File: config.mk
export PLATFORM = sky130hd
export DESIGN_NAME = sar_host_ctrl
export DESIGN_NICKNAME = d
export VERILOG_FILES = /design/src/rtl/sar_host_pkg.sv /design/src/rtl/sar_busy_sync.sv /design/src/rtl/sar_gap_counter.sv /design/src/rtl/sar_result_fmt.sv /design/src/rtl/sar_host_ctrl.sv
export SDC_FILE = /design/constraint.sdc
export NUM_CORES = 1
export LEC_CHECK = 0
export BUFFER_PORTS_ARGS = -buffer_cell sky130_fd_sc_hd__buf_2
export CORE_ASPECT_RATIO = 0.6
export CORE_MARGIN = 5
export CORE_UTILIZATION = 59
export DETAILED_ROUTE_END_ITERATION = 6
export GPL_TIMING_DRIVEN = 0
export PLACE_DENSITY = 0.92
export SLEW_MARGIN = 20
export SYNTH_ARGS = -nofsm -noshare
export SYNTH_HDL_FRONTEND = slang
export SYNTH_HIERARCHICAL = 1
export SYNTH_SLANG_ARGS = --single-unit
File: constraint.sdc
create_clock -name clk -period 7 [get_ports clk]
set_clock_uncertainty 0.15 [all_clocks]
set_input_delay 0.7 -clock clk [delete_from_list [all_inputs] [get_ports clk]]
set_output_delay 0.7 -clock clk [all_outputs]
set_load 0.01 [all_outputs]
File: src/rtl/sar_host_pkg.sv
package sar_host_pkg;

    typedef enum logic [2:0] {
        ST_IDLE,
        ST_ACQUIRE,
        ST_START,
        ST_CONVERT,
        ST_READ
    } ctl_state_e;

endpackage

File: src/rtl/sar_busy_sync.sv
module sar_busy_sync #(
    parameter int STAGES = 2
) (
    input  logic clk,
    input  logic rst_n,
    input  logic async_in,
    output logic level,
    output logic fell
);

    logic [STAGES-1:0] chain;
    logic              level_d;

    for (genvar i = 0; i < STAGES; i++) begin : g_stage
        if (i == 0) begin : g_first
            always_ff @(posedge clk or negedge rst_n) begin
                if (!rst_n) chain[0] <= 1'b0;
                else        chain[0] <= async_in;
            end
        end else begin : g_next
            always_ff @(posedge clk or negedge rst_n) begin
                if (!rst_n) chain[i] <= 1'b0;
                else        chain[i] <= chain[i-1];
            end
        end
    end

    always_ff @(posedge clk or negedge rst_n) begin
        if (!rst_n) level_d <= 1'b0;
        else        level_d <= chain[STAGES-1];
    end

    assign level = chain[STAGES-1];
    assign fell  = level_d & ~chain[STAGES-1];

endmodule

File: src/rtl/sar_gap_counter.sv
module sar_gap_counter #(
    parameter int W = 16
) (
    input  logic         clk,
    input  logic         rst_n,
    input  logic         clr,
    output logic [W-1:0] count
);

    always_ff @(posedge clk or negedge rst_n) begin
        if (!rst_n)             count <= '0;
        else if (clr)           count <= '0;
        else if (count != '1)   count <= count + W'(1);
    end

endmodule

File: src/rtl/sar_result_fmt.sv
module sar_result_fmt #(
    parameter int W = 16
) (
    input  logic         clk,
    input  logic         rst_n,
    input  logic         cap_en,
    input  logic         twos,
    input  logic [W-1:0] bus_in,
    output logic [W-1:0] data_out,
    output logic         valid_out
);

    logic [W-1:0] coded;

    always_comb begin
        coded        = bus_in;
        coded[W-1]   = bus_in[W-1] ^ twos;
    end

    always_ff @(posedge clk or negedge rst_n) begin
        if (!rst_n) begin
            data_out  <= '0;
            valid_out <= 1'b0;
        end else begin
            valid_out <= cap_en;
            if (cap_en) data_out <= coded;
        end
    end

endmodule

File: src/rtl/sar_host_ctrl.sv
module sar_host_ctrl
    import sar_host_pkg::*;
#(
    parameter int DATA_W      = 16,
    parameter int CNT_W       = 16,
    parameter int RD_LEN      = 2,
    parameter int SYNC_STAGES = 2
) (
    input  logic              clk,
    input  logic              rst_n,
    input  logic              enable,
    input  logic              free_run,
    input  logic              read_mid,
    input  logic              twos_comp,
    input  logic [CNT_W-1:0]  acq_cycles,
    input  logic [CNT_W-1:0]  period_cycles,
    input  logic [CNT_W-1:0]  conv_cycles,
    input  logic              adc_busy,
    input  logic [DATA_W-1:0] adc_data,
    output logic              adc_start_n,
    output logic              adc_cs_n,
    output logic              adc_rd_n,
    output logic              res_valid,
    output logic [DATA_W-1:0] res_data
);

    // cycles between a busy edge at the pin and the FSM acting on it
    localparam int SYNC_LAT = SYNC_STAGES + 2;
    localparam int RD_W     = $clog2(RD_LEN + 1);

    ctl_state_e        state_q, nxt;
    logic              busy_s, busy_fell;
    logic [CNT_W-1:0]  acq_cnt, per_cnt, conv_cnt;
    logic              fr_q, mid_q, rd_mid_q, have_prev_q;
    logic [RD_W-1:0]   rd_cnt;
    logic              rd_last, mid_ok, fr_n;
    logic              acq_met, per_met, mid_sel;

    // ---------------- submodules ----------------
    sar_busy_sync #(.STAGES(SYNC_STAGES)) u_sync (
        .clk      (clk),
        .rst_n    (rst_n),
        .async_in (adc_busy),
        .level    (busy_s),
        .fell     (busy_fell)
    );

    sar_gap_counter #(.W(CNT_W)) u_acq_cnt (
        .clk   (clk),
        .rst_n (rst_n),
        .clr   (state_q == ST_IDLE || busy_fell),
        .count (acq_cnt)
    );

    sar_gap_counter #(.W(CNT_W)) u_per_cnt (
        .clk   (clk),
        .rst_n (rst_n),
        .clr   (state_q == ST_IDLE || (nxt == ST_START && state_q != ST_START)),
        .count (per_cnt)
    );

    sar_gap_counter #(.W(CNT_W)) u_conv_cnt (
        .clk   (clk),
        .rst_n (rst_n),
        .clr   (state_q != ST_CONVERT && state_q != ST_READ),
        .count (conv_cnt)
    );

    sar_result_fmt #(.W(DATA_W)) u_fmt (
        .clk       (clk),
        .rst_n     (rst_n),
        .cap_en    (rd_last),
        .twos      (twos_comp),
        .bus_in    (adc_data),
        .data_out  (res_data),
        .valid_out (res_valid)
    );

    // ---------------- decode helpers ----------------
    assign acq_met = (acq_cnt >= acq_cycles);
    assign per_met = (per_cnt >= period_cycles);
    assign mid_ok  = ((conv_cycles >> 1) >= CNT_W'(RD_LEN + SYNC_LAT));
    assign mid_sel = mid_q && !fr_q && mid_ok;
    assign rd_last = (state_q == ST_READ) && (rd_cnt == RD_W'(RD_LEN - 1));
    assign fr_n    = (state_q == ST_IDLE) ? free_run : fr_q;

    // ---------------- state register ----------------
    always_ff @(posedge clk or negedge rst_n) begin
        if (!rst_n) state_q <= ST_IDLE;
        else        state_q <= nxt;
    end

    // ---------------- next state ----------------
    always_comb begin
        nxt = state_q;
        unique case (state_q)
            ST_IDLE: begin
                if (enable && !busy_s)
                    nxt = free_run ? ST_START : ST_ACQUIRE;
            end
            ST_ACQUIRE: begin
                if (!enable)
                    nxt = ST_IDLE;
                else if (!busy_s && acq_met && per_met)
                    nxt = ST_START;
            end
            ST_START: begin
                if (busy_s)
                    nxt = ST_CONVERT;
                else if (fr_q && !enable)
                    nxt = ST_IDLE;
            end
            ST_CONVERT: begin
                if (!busy_s)
                    nxt = mid_sel ? ST_ACQUIRE : ST_READ;
                else if (mid_sel && have_prev_q)
                    nxt = ST_READ;
            end
            ST_READ: begin
                if (rd_last) begin
                    if (rd_mid_q)  nxt = ST_CONVERT;
                    else if (fr_q) nxt = ST_START;
                    else           nxt = ST_ACQUIRE;
                end
            end
            default: nxt = ST_IDLE;
        endcase
    end

    // ---------------- mode and read bookkeeping ----------------
    always_ff @(posedge clk or negedge rst_n) begin
        if (!rst_n) begin
            fr_q        <= 1'b0;
            mid_q       <= 1'b0;
            rd_mid_q    <= 1'b0;
            have_prev_q <= 1'b0;
            rd_cnt      <= '0;
        end else begin
            if (state_q == ST_IDLE && nxt != ST_IDLE) begin
                fr_q        <= free_run;
                mid_q       <= read_mid;
                have_prev_q <= 1'b0;
            end
            if (state_q == ST_CONVERT && nxt == ST_READ)
                rd_mid_q <= busy_s;
            if (state_q == ST_CONVERT && nxt == ST_ACQUIRE)
                have_prev_q <= 1'b1;
            else if (rd_last && rd_mid_q)
                have_prev_q <= 1'b0;
            rd_cnt <= (state_q == ST_READ) ? rd_cnt + RD_W'(1) : '0;
        end
    end

    // ---------------- registered pin outputs ----------------
    always_ff @(posedge clk or negedge rst_n) begin
        if (!rst_n) begin
            adc_start_n <= 1'b1;
            adc_cs_n    <= 1'b1;
            adc_rd_n    <= 1'b1;
        end else begin
            adc_start_n <= !(nxt == ST_START || (fr_n && nxt != ST_IDLE));
            adc_cs_n    <= !(nxt == ST_READ);
            adc_rd_n    <= !(nxt == ST_READ);
        end
    end

endmodule

==> flow_summary.ini <==
[sta]
hold_violations = 0
fmax_ghz = 0.304
fin_crit_sh = 0.470
rsz0062_at_grt = no
setup_ws_ns = 3.71
timing.setup.tns_ns = 0
min_period_ns = 3.29
slew_violations = 0
worst_pin_slew_ns = 0.791
maxSlewHeadroom = 0.473
worst_hold_slack_ns = 0.197
setup_violations = 0

[setup_path]
crit_path_max_incr_delay_ns = 0.49
critPathTopFamily = compound AO/OA/AOI/OAI gates
crit_arrival_ns = 3.33
cp-start-kind = register
crit_fanout = 10
crit_path_cell_trace = ha_1, and4_1, o2111ai_1, a211oi_1, o21a_2, o22a_1, buf_1, clkbuf_1, nor3_1
worst-path-buf-inv = 2
r2r-end = u_per_cnt/count[0]
critPathCaptureType = register
timing.rr.start = u_per_cnt/count[5]
rr_worst_depth = 9
criticalPathCategory = register to register
slowest_stage = dfrtp_1
r2r_setup_slack_ns = 3.71
required_ns = 7.04

[global_route]
grt_pass1_vias = 3540
grt_max_degree = 64
antenna_found_initial = 0
grt_use_total = 0.241
grt_pass1_wl_mm = 16.8
grt-ovfl-total = 0

[cells_and_area]
nets = 623
n_antenna_cell = 0
fill_cells = 480
drive_above_1_share = 0.282
utilization = 0.739
area_growth_pct = 21.4

[synth]
synth_area_leaders = dfrtp_1, ha_1, inv_1, nor2_1, a21oi_1
synth-seq-cells = 63
ys_seq_area_frac = 0.387
syn_inst = 418
synth-edff-count = 0
synth.top_cells.by_count = dfrtp_1, inv_1, nor2_1
async_flop_share = 1.00
netlist-cell-type-count = 70
synth_area_um2 = 4080
synthesis.nets = 524
synth_most_common_cell = dfrtp_1
yosys_warnings = 6
yosys.area.top_type = dfrtp_1
synthFlopType = dfrtp_1
synth_area_per_cell_um2 = 9.76
synth.top_cell.area_share = 0.374

[run]
maxCapViolCount = 0

[detailed_routing]
firstDrtPassIters = 6
drc_errors = 0
routed_wirelength_mm = 10.4
ant_nets = 0
via_count = 3707
drt-vias-per-instance = 6.09
drt-initial-drc-count = 388
wire_per_inst_um = 17.0

[clock_network]
post_cts_resize_count = 0
cts_tree = done
h-tree-depth = 3
clock_sinks = 63
post-cts-setup-buffer-count = 0
numCtsBuffers = 9
ctsHoldBuffers = 0
ctsRootBufferMaster = clkbuf_16
clk_latency_ns = 0.33
clkTransAtPathRegs_ns = 0.06
cts_buffer_depth = 2

[place]
place_hpwl_mm = 7.89
place.gp.congestion = 0.932
pre_cts_ws_ns = 3.51
port_buffers = 88

[floorplanning]
io_pins = 91
floorplan.initialDensity = 0.609
rows = 23
die_h_um = 74.4
die_w_um = 117
die_area_um2 = 8730
core_um2 = 6710

[hold_path]
hp-start = u_sync/chain[0]
worstHoldPathCells = 0
min_to = u_sync/level
min_path_type = register to register

[run_status]
status = finished clean

[power]
p_leak_nw = 2.42
peakVddDrop_mv = 0.192
p_per_area_nw_per_um2 = 257
power by group:
group          internal, W  switching (W)  total (W)
combinational     0.000145       0.000184   0.000328
sequential        0.000415      0.0000507   0.000466
clock             0.000312       0.000166   0.000478
sequential cells by signal (all words and copies together), names as in the netlist:
| register | cells |
|---|---|
| u_sync/level | 1 |
| state_q | 3 |
| u_fmt/data_out | 16 |
| u_acq_cnt/count | 16 |
| u_sync/level_d | 1 |
| fr_q | 1 |
| adc_start_n | 1 |
| rd_cnt | 2 |
| mid_q | 1 |
| have_prev_q | 1 |
| u_per_cnt/count | 16 |
| u_sync/chain | 1 |
| adc_rd_n | 1 |
| u_fmt/valid_out | 1 |
| rd_mid_q | 1 |
area by class of cell:
class	instances	area (um2)	share of cell area
Inverter	39	146	0.0296
Buffer	9	66.3	0.0134
Sequential cell	63	1580	0.319
Clock inverter	7	96.3	0.0194
Tap cell	87	109	0.0220
Timing Repair Buffer	88	443	0.0894
Clock buffer	9	225	0.0455
Multi-Input combinational cell	307	2290	0.462
worst max path at each step:
stage / endpoint / startpoint / cells after the start
after floorplan: u_per_cnt/count[0] / acq_cycles[0] / 10
after global placement: u_per_cnt/count[2] / acq_cycles[14] / 12
after detailed placement: u_per_cnt/count[0] / acq_cycles[15] / 12
after CTS: u_per_cnt/count[0] / u_acq_cnt/count[13] / 10
after global routing: u_per_cnt/count[0] / u_acq_cnt/count[13] / 10
final: u_per_cnt/count[0] / u_per_cnt/count[5] / 9
worst reg2reg max path: cells and delay by family, from the launching register on:
| family | cells | cell delay [ns] |
|---|---|---|
| AOI/OAI and AO/OA | 4 | 0.97 |
| and+or+nand+nor | 2 | 0.36 |
| buffers and inverters | 2 | 0.82 |
| adders and majority gates | 1 | 0.35 |
| DFF | 1 | 0.49 |
placed cells by master, fill, tap and decap left out, types with 12 or more instances in the layout:
cell / count
buf_2: 88
dfrtp_1: 61
inv_1: 39
nor2_1: 37
ha_1: 35
a21oi_1: 25
nand2_1: 19
o21ai_0: 16
nor3_1: 13
nand4_1: 12
layer usage:
layer | track usage | vias to the layer above | routed length [um]
met4 | 0.0901 | 0 | 225
met2 | 0.373 | 215 | 4450
met5 | 0 | - | 0
li1 | - | 1740 | -
met3 | 0.0676 | 35 | 1020
met1 | 0.328 | 1717 | 4680
cell families (layout without fill, tap and decap cells):
| family | after synthesis | in the layout | share of synthesized area |
|---|---|---|---|
| AOI/OAI and AO/OA | 97 | 97 | 0.157 |
| buffers and inverters | 48 | 152 | 0.0521 |
| muxes | 25 | 25 | 0.0757 |
| adders and majority gates | 35 | 35 | 0.107 |
| xor gates and xnor gates | 3 | 3 | 0.00644 |
| DFF | 63 | 63 | 0.387 |
| and+or+nand+nor | 147 | 147 | 0.215 |
through the flow:
stage                     cells  total power, W  area (um2)
after CTS                   609         0.00127        4950
after global routing        609         0.00133        4950
after global placement      593        0.000767        4630
final                       609         0.00127        4950
after floorplan             418        0.000673        4080
after detailed placement    593        0.000790        4630
No activity file was read; power rests on OpenSTA's default activity.
